## src/rtl/t8_pkg.sv

```systemverilog
package t8_pkg;
  localparam int OPW = 4;
  localparam int FLDW = 4;
  localparam int IMMW = 8;

  typedef enum logic [OPW-1:0] {
    OP_NOP   = 4'd0,
    OP_SET   = 4'd1,
    OP_LOAD  = 4'd2,
    OP_STORE = 4'd3,
    OP_ADD   = 4'd4,
    OP_BEQ   = 4'd5,
    OP_BNEQ  = 4'd6
  } op_e;

  typedef struct packed {
    op_e             op;
    logic [FLDW-1:0] fa;
    logic [FLDW-1:0] fb;
    logic [FLDW-1:0] fc;
    logic [IMMW-1:0] imm;
    logic            writes;
  } dec_t;
endpackage

```

## src/rtl/t8_decode.sv

```systemverilog
module t8_decode
  import t8_pkg::*;
#(
  parameter int IW = 16
) (
  input  logic [IW-1:0] ir,
  output dec_t          dec
);
  localparam int OP_LSB = IW - OPW;

  logic [OPW-1:0] raw_op;

  always_comb begin
    raw_op     = ir[IW-1:OP_LSB];
    dec.fa     = ir[OP_LSB-1 -: FLDW];
    dec.fb     = ir[OP_LSB-FLDW-1 -: FLDW];
    dec.fc     = ir[FLDW-1:0];
    dec.imm    = ir[IMMW-1:0];
    case (raw_op)
      4'd1:    dec.op = OP_SET;
      4'd2:    dec.op = OP_LOAD;
      4'd3:    dec.op = OP_STORE;
      4'd4:    dec.op = OP_ADD;
      4'd5:    dec.op = OP_BEQ;
      4'd6:    dec.op = OP_BNEQ;
      default: dec.op = OP_NOP;
    endcase
    dec.writes = (dec.op == OP_SET) || (dec.op == OP_LOAD) || (dec.op == OP_ADD);
  end
endmodule

```

## src/rtl/t8_regfile.sv

```systemverilog
module t8_regfile #(
  parameter int DW    = 8,
  parameter int NREGS = 16,
  parameter int NRD   = 3,
  localparam int RIW  = $clog2(NREGS)
) (
  input  logic           clk,
  input  logic           rst_n,
  input  logic           step,
  input  logic           wr_en,
  input  logic [RIW-1:0] wr_idx,
  input  logic [DW-1:0]  wr_val,
  input  logic [DW-1:0]  pc_seq,
  input  logic [RIW-1:0] rd_idx [NRD],
  output logic [DW-1:0]  rd_val [NRD],
  output logic [DW-1:0]  pc
);
  logic [DW-1:0] regs [NREGS];

  always_ff @(posedge clk or negedge rst_n) begin
    if (!rst_n) begin
      for (int i = 0; i < NREGS; i++) regs[i] <= '0;
    end else if (step) begin
      regs[0] <= (wr_en && wr_idx == '0) ? wr_val : pc_seq;
      for (int i = 1; i < NREGS; i++)
        if (wr_en && wr_idx == RIW'(i)) regs[i] <= wr_val;
    end
  end

  for (genvar p = 0; p < NRD; p++) begin : g_rd
    assign rd_val[p] = regs[rd_idx[p]];
  end

  assign pc = regs[0];
endmodule

```

## src/rtl/t8_exec.sv

```systemverilog
module t8_exec
  import t8_pkg::*;
#(
  parameter int DW = 8
) (
  input  dec_t          dec,
  input  logic [DW-1:0] va,
  input  logic [DW-1:0] vb,
  input  logic [DW-1:0] vc,
  input  logic [DW-1:0] rdata,
  output logic [DW-1:0] addr,
  output logic [DW-1:0] wb_val,
  output logic          rd_req,
  output logic          wr_req,
  output logic          skip
);
  always_comb begin
    addr   = vb + DW'(dec.fc);
    rd_req = (dec.op == OP_LOAD);
    wr_req = (dec.op == OP_STORE);
    case (dec.op)
      OP_SET:  wb_val = DW'(dec.imm);
      OP_LOAD: wb_val = rdata;
      OP_ADD:  wb_val = vb + vc;
      default: wb_val = '0;
    endcase
    case (dec.op)
      OP_BEQ:  skip = (va == DW'(dec.imm));
      OP_BNEQ: skip = (va != DW'(dec.imm));
      default: skip = 1'b0;
    endcase
  end
endmodule

```

## src/rtl/tiny8_core.sv

```systemverilog
module tiny8_core
  import t8_pkg::*;
#(
  parameter int DATA_W = 8,
  parameter int NREGS  = 16,
  parameter int INST_W = 16
) (
  input  logic              clk,
  input  logic              rst_n,
  output logic [DATA_W-1:0] imem_addr,
  input  logic [INST_W-1:0] imem_data,
  output logic [DATA_W-1:0] bus_addr,
  output logic [DATA_W-1:0] bus_wdata,
  input  logic [DATA_W-1:0] bus_rdata,
  output logic              bus_rd,
  output logic              bus_wr
);
  localparam int RIW = $clog2(NREGS);
  localparam int NRD = 3;

  logic              exec_q;
  logic [INST_W-1:0] ir_q;
  dec_t              dec;
  logic [RIW-1:0]    rd_idx [NRD];
  logic [DATA_W-1:0] rd_val [NRD];
  logic [DATA_W-1:0] pc, pc_seq, ex_addr, wb_val;
  logic              rd_req, wr_req, skip;
  logic              wb_en, pc_wr;

  // fetch / execute sequencer
  always_ff @(posedge clk or negedge rst_n) begin
    if (!rst_n) begin
      exec_q <= 1'b0;
      ir_q   <= '0;
    end else begin
      exec_q <= !exec_q;
      if (!exec_q) ir_q <= imem_data;
    end
  end

  t8_decode #(.IW(INST_W)) u_dec (.ir(ir_q), .dec(dec));

  assign rd_idx[0] = RIW'(dec.fa);
  assign rd_idx[1] = RIW'(dec.fb);
  assign rd_idx[2] = RIW'(dec.fc);

  t8_exec #(.DW(DATA_W)) u_exe (
    .dec   (dec),
    .va    (rd_val[0]),
    .vb    (rd_val[1]),
    .vc    (rd_val[2]),
    .rdata (bus_rdata),
    .addr  (ex_addr),
    .wb_val(wb_val),
    .rd_req(rd_req),
    .wr_req(wr_req),
    .skip  (skip)
  );

  assign wb_en  = exec_q && dec.writes;
  assign pc_wr  = wb_en && (dec.fa == '0);
  assign pc_seq = pc + DATA_W'(skip ? 2 : 1);

  t8_regfile #(.DW(DATA_W), .NREGS(NREGS), .NRD(NRD)) u_rf (
    .clk   (clk),
    .rst_n (rst_n),
    .step  (exec_q),
    .wr_en (wb_en),
    .wr_idx(RIW'(dec.fa)),
    .wr_val(wb_val),
    .pc_seq(pc_seq),
    .rd_idx(rd_idx),
    .rd_val(rd_val),
    .pc    (pc)
  );

  assign imem_addr = pc;
  assign bus_rd    = exec_q && rd_req;
  assign bus_wr    = exec_q && wr_req;
  assign bus_addr  = (bus_rd || bus_wr) ? ex_addr : '0;
  assign bus_wdata = bus_wr ? rd_val[0] : '0;
endmodule

```

## config.mk

```make
export PLATFORM = sky130hd
export DESIGN_NAME = tiny8_core
export DESIGN_NICKNAME = d
export VERILOG_FILES = /design/src/rtl/t8_pkg.sv /design/src/rtl/t8_decode.sv /design/src/rtl/t8_regfile.sv /design/src/rtl/t8_exec.sv /design/src/rtl/tiny8_core.sv
export SDC_FILE = /design/constraint.sdc
export NUM_CORES = 1
export LEC_CHECK = 0
export BUFFER_PORTS_ARGS = -buffer_cell sky130_fd_sc_hd__buf_2
export CELL_PAD_IN_SITES_DETAIL_PLACEMENT = 1
export CELL_PAD_IN_SITES_GLOBAL_PLACEMENT = 1
export CORE_ASPECT_RATIO = 0.75
export CORE_MARGIN = 2
export CORE_UTILIZATION = 55
export DETAILED_ROUTE_END_ITERATION = 8
export GPL_ROUTABILITY_DRIVEN = 0
export PLACE_DENSITY_LB_ADDON = 0.2
export REMOVE_ABC_BUFFERS = 1
export SETUP_SLACK_MARGIN = 0.1
export SYNTH_ARGS = -nofsm -noshare
export SYNTH_HDL_FRONTEND = slang
export SYNTH_HIERARCHICAL = 1
export SYNTH_SLANG_ARGS = --single-unit
```

## constraint.sdc

```tcl
create_clock -name clk -period 7.6 [get_ports clk]
set_input_delay 0 -clock clk [delete_from_list [all_inputs] [get_ports clk]]
set_output_delay 0 -clock clk [all_outputs]
set_load 0.005 [all_outputs]
```

==> reports/results.ini <==
[run_status]
status = complete, no violations

[worst_hold_path]
hold_path.class = primary input to async pin

[critical_path]
critPathTopFamily = simple AND/OR/NAND/NOR gates
r2r_start = ir_q[9]
r2r_end = u_rf/pc[6]
crit_path_max_fanout = 27
cp-end-kind = register
cp.required_ps = 7950
slowest_stage = dfrtp_1
cp.arrival_ps = 5590
crit_type = register to register
rrSetupSlack_ps = 2360
slowest_delay_ps = 840
ff2ff_path_depth = 18
critPathBufInv = 3
cp-start-kind = register
path_cells = buf_4 -> mux4_2 -> a22oi_1 -> nand2_1 -> xor2_1 -> nor4_1 -> a21oi_1 -> a32oi_1 -> nor2_1 -> inv_1 -> ha_1 -> inv_1 -> fa_1 -> nor2b_1 -> nand2_1 -> xnor2_1 -> o21ai_0 -> a31oi_1

[detailed_routing]
viasPerCell = 7.01
drt-initial-drc-count = 765
wirelength_microns = 31300
firstDrtPassIters = 5
drc_errors = 0
ant_nets = 0
avgRoutedWirePerCell_microns = 30.9
vias = 7123

[clock_network]
cts_buffers = 17
cts_buffer_depth = 2
insertion_delay_ps = 430
clock_tree.root_cell = clkbuf_16
cts_resized = 0
cts_tree = done
cts-htree-levels = 4
clkTransAtPathRegs_ps = 60
clock-sinks = 145

[die]
die_x_microns = 159
core_sq_um = 17600
die_y_microns = 120
io_pins = 52
fp.dieArea_sq_um = 19000
rows = 42
initial_core_util = 0.561

[timing]
period_share = 0.690
finalSetupViolations = 0
worst_pin_slew_ps = 1340
hold_viol = 0
tns_ps = 0
period_minus_slack_ps = 5240
rsz0062_at_grt = no
slew_headroom = 0.102
max_freq_mhz = 191
finClkSkew_ps = 9.05
drv_slew = 0

[global_routing]
antenna_found_initial = 0
grtUsageMet1 = 0.467
met2_usage = 0.528
grt_pass1_wl_microns = 48500
grt_max_degree = 94
globalRouteMet3Util = 0.0982
top_usage_layer = met2
overflow = 0
grt_pass1_vias = 7719
grtUsageTotal = 0.345

[synth]
ys_ff_latch = 145
synth.avg_cell_area_sq_um = 13.3
synth_edf_count = 0
synthArstFlopShare = 1.00
yosys_most_used_dff = dfrtp_1
ys_warn_count = 6
seq_area_frac_synth = 0.368
synth_cell_types = 59
synth_cells = 743
syn_area_sq_um = 9870

[pwr]
ir_drop_mv = 0.132
p_leak_nw = 4.93
total_power_w = 0.00221
power_density_nw_per_um2 = 203

[finish]
antenna_cells = 0
nNetsFinal = 803
syn2layout_area_growth_pct = 10.4
drive_gt1_frac = 0.460

[placement]
port_buffers = 51
dp_hpwl_microns = 20100

[run]
cap_violations = 0

power by group:
| group | switching, W | total (W) | internal, W |
|---|---|---|---|
| logic | 0.000183 | 0.000359 | 0.000177 |
| registers | 0.0000771 | 0.000888 | 0.000811 |
| clock network | 0.000367 | 0.000965 | 0.000598 |
| total | 0.000627 | 0.00221 | 0.00159 |
cells in the mapped netlist (9+ instances only):
master	number	area, sq um
nor2_1	15	56.3
ha_1	13	163
nor2_2	9	56.3
nor2b_1	11	68.8
nand2_1	31	116
mux2_2	111	1250
xor2_1	11	96.3
mux4_2	96	2160
a22oi_1	53	398
buf_4	32	240
xnor2_1	17	149
clkbuf_1	22	82.6
mux2_4	25	375
o21ai_0	9	45.0
dfrtp_1	145	3630
and2_1	14	87.6
inv_1	16	60.1
buf_2	17	85.1
nand3_1	10	50.1
state kept, by name, indices dropped and copies added (netlist names):
name,flops
u_rf/regs,120
ir_q,16
exec_q,1
u_rf/pc,8
cell usage in the layout (no fill, tap or decap), types with 5 or more instances in the layout:
cell type and count:
inv_1 16, o21ai_1 8, ha_1 13, clkbuf_16 17, mux4_2 96, and3_1 8
a21oi_1 8, xor2_1 11, nor2b_1 11, xnor2_1 17, bufinv_16 5, clkinv_4 5
dlygate4sd3_1 17, mux2_4 25, dfrtp_1 141, o21ai_0 9, nor2_2 9, a31oi_1 8
mux2_2 111, nand2_1 31, buf_4 11, and2_1 14, nor2_1 15, buf_2 50
a22oi_1 53, nand3_1 10
layer usage:
metal	up-vias	wire, microns
li1	2871	-
met1	3770	12600
met2	395	14400
met3	87	3190
met4	0	1140
met5	-	0
through the flow:
stage	setup WS, ps	std cells	utilization	hold WS [ps]	cell area [sq um]
3_3_place_gp	2720	967	0.572	145	10100
4_1_cts	2470	1016	0.619	274	10900
6_report	2360	1016	0.619	248	10900
2_1_floorplan	2960	663	-	-296	9410
5_1_grt	2090	1016	0.619	321	10900
3_5_place_dp	2580	967	0.572	158	10100
what timing repair did:
action / 4_1_cts / 5_1_grt
hold buffers: 17 / 0
endpoints found under the hold margin: 108 / 0
setup buffers: 0 / 0
worst max path at each step:
stage,slack (ps),end,cells after the start,from
2_1_floorplan,2960,u_rf/pc[4],17,ir_q[8]
3_3_place_gp,2720,u_rf/pc[6],18,ir_q[9]
3_5_place_dp,2580,u_rf/pc[6],18,ir_q[9]
4_1_cts,2470,u_rf/pc[6],18,ir_q[9]
5_1_grt,2090,u_rf/pc[6],18,ir_q[9]
6_report,2360,u_rf/pc[6],18,ir_q[9]
cells by family after synthesis:
kind of cell | after synthesis | share of synthesized area
flops | 145 | 0.368
buf+inv | 96 | 0.0534
compound gates | 100 | 0.0705
xor+xnor | 28 | 0.0248
simple gates | 125 | 0.0772
mux | 232 | 0.384
fa+ha+maj | 16 | 0.0226
other cells | 1 | 0.000380
worst reg2reg max path, stage by stage, from the launching register on:
cell	delay, ps
dfrtp_1	840
buf_4	530
mux4_2	410
a22oi_1	340
nand2_1	160
xor2_1	190
nor4_1	680
a21oi_1	140
a32oi_1	180
nor2_1	120
inv_1	110
ha_1	170
inv_1	50
fa_1	420
nor2b_1	220
nand2_1	100
xnor2_1	130
o21ai_0	150
a31oi_1	220
layout make-up:
type                    instances  area, sq um
well taps                     242          303
inverters                      16         60.1
fillers                      1672         6700
clock inverters                14          228
clock buffers                  18          439
flip-flops and latches        145         3630
repair buffers                 79          514
multi-input cells             502         5720
Power figures use the tool's default switching activity.
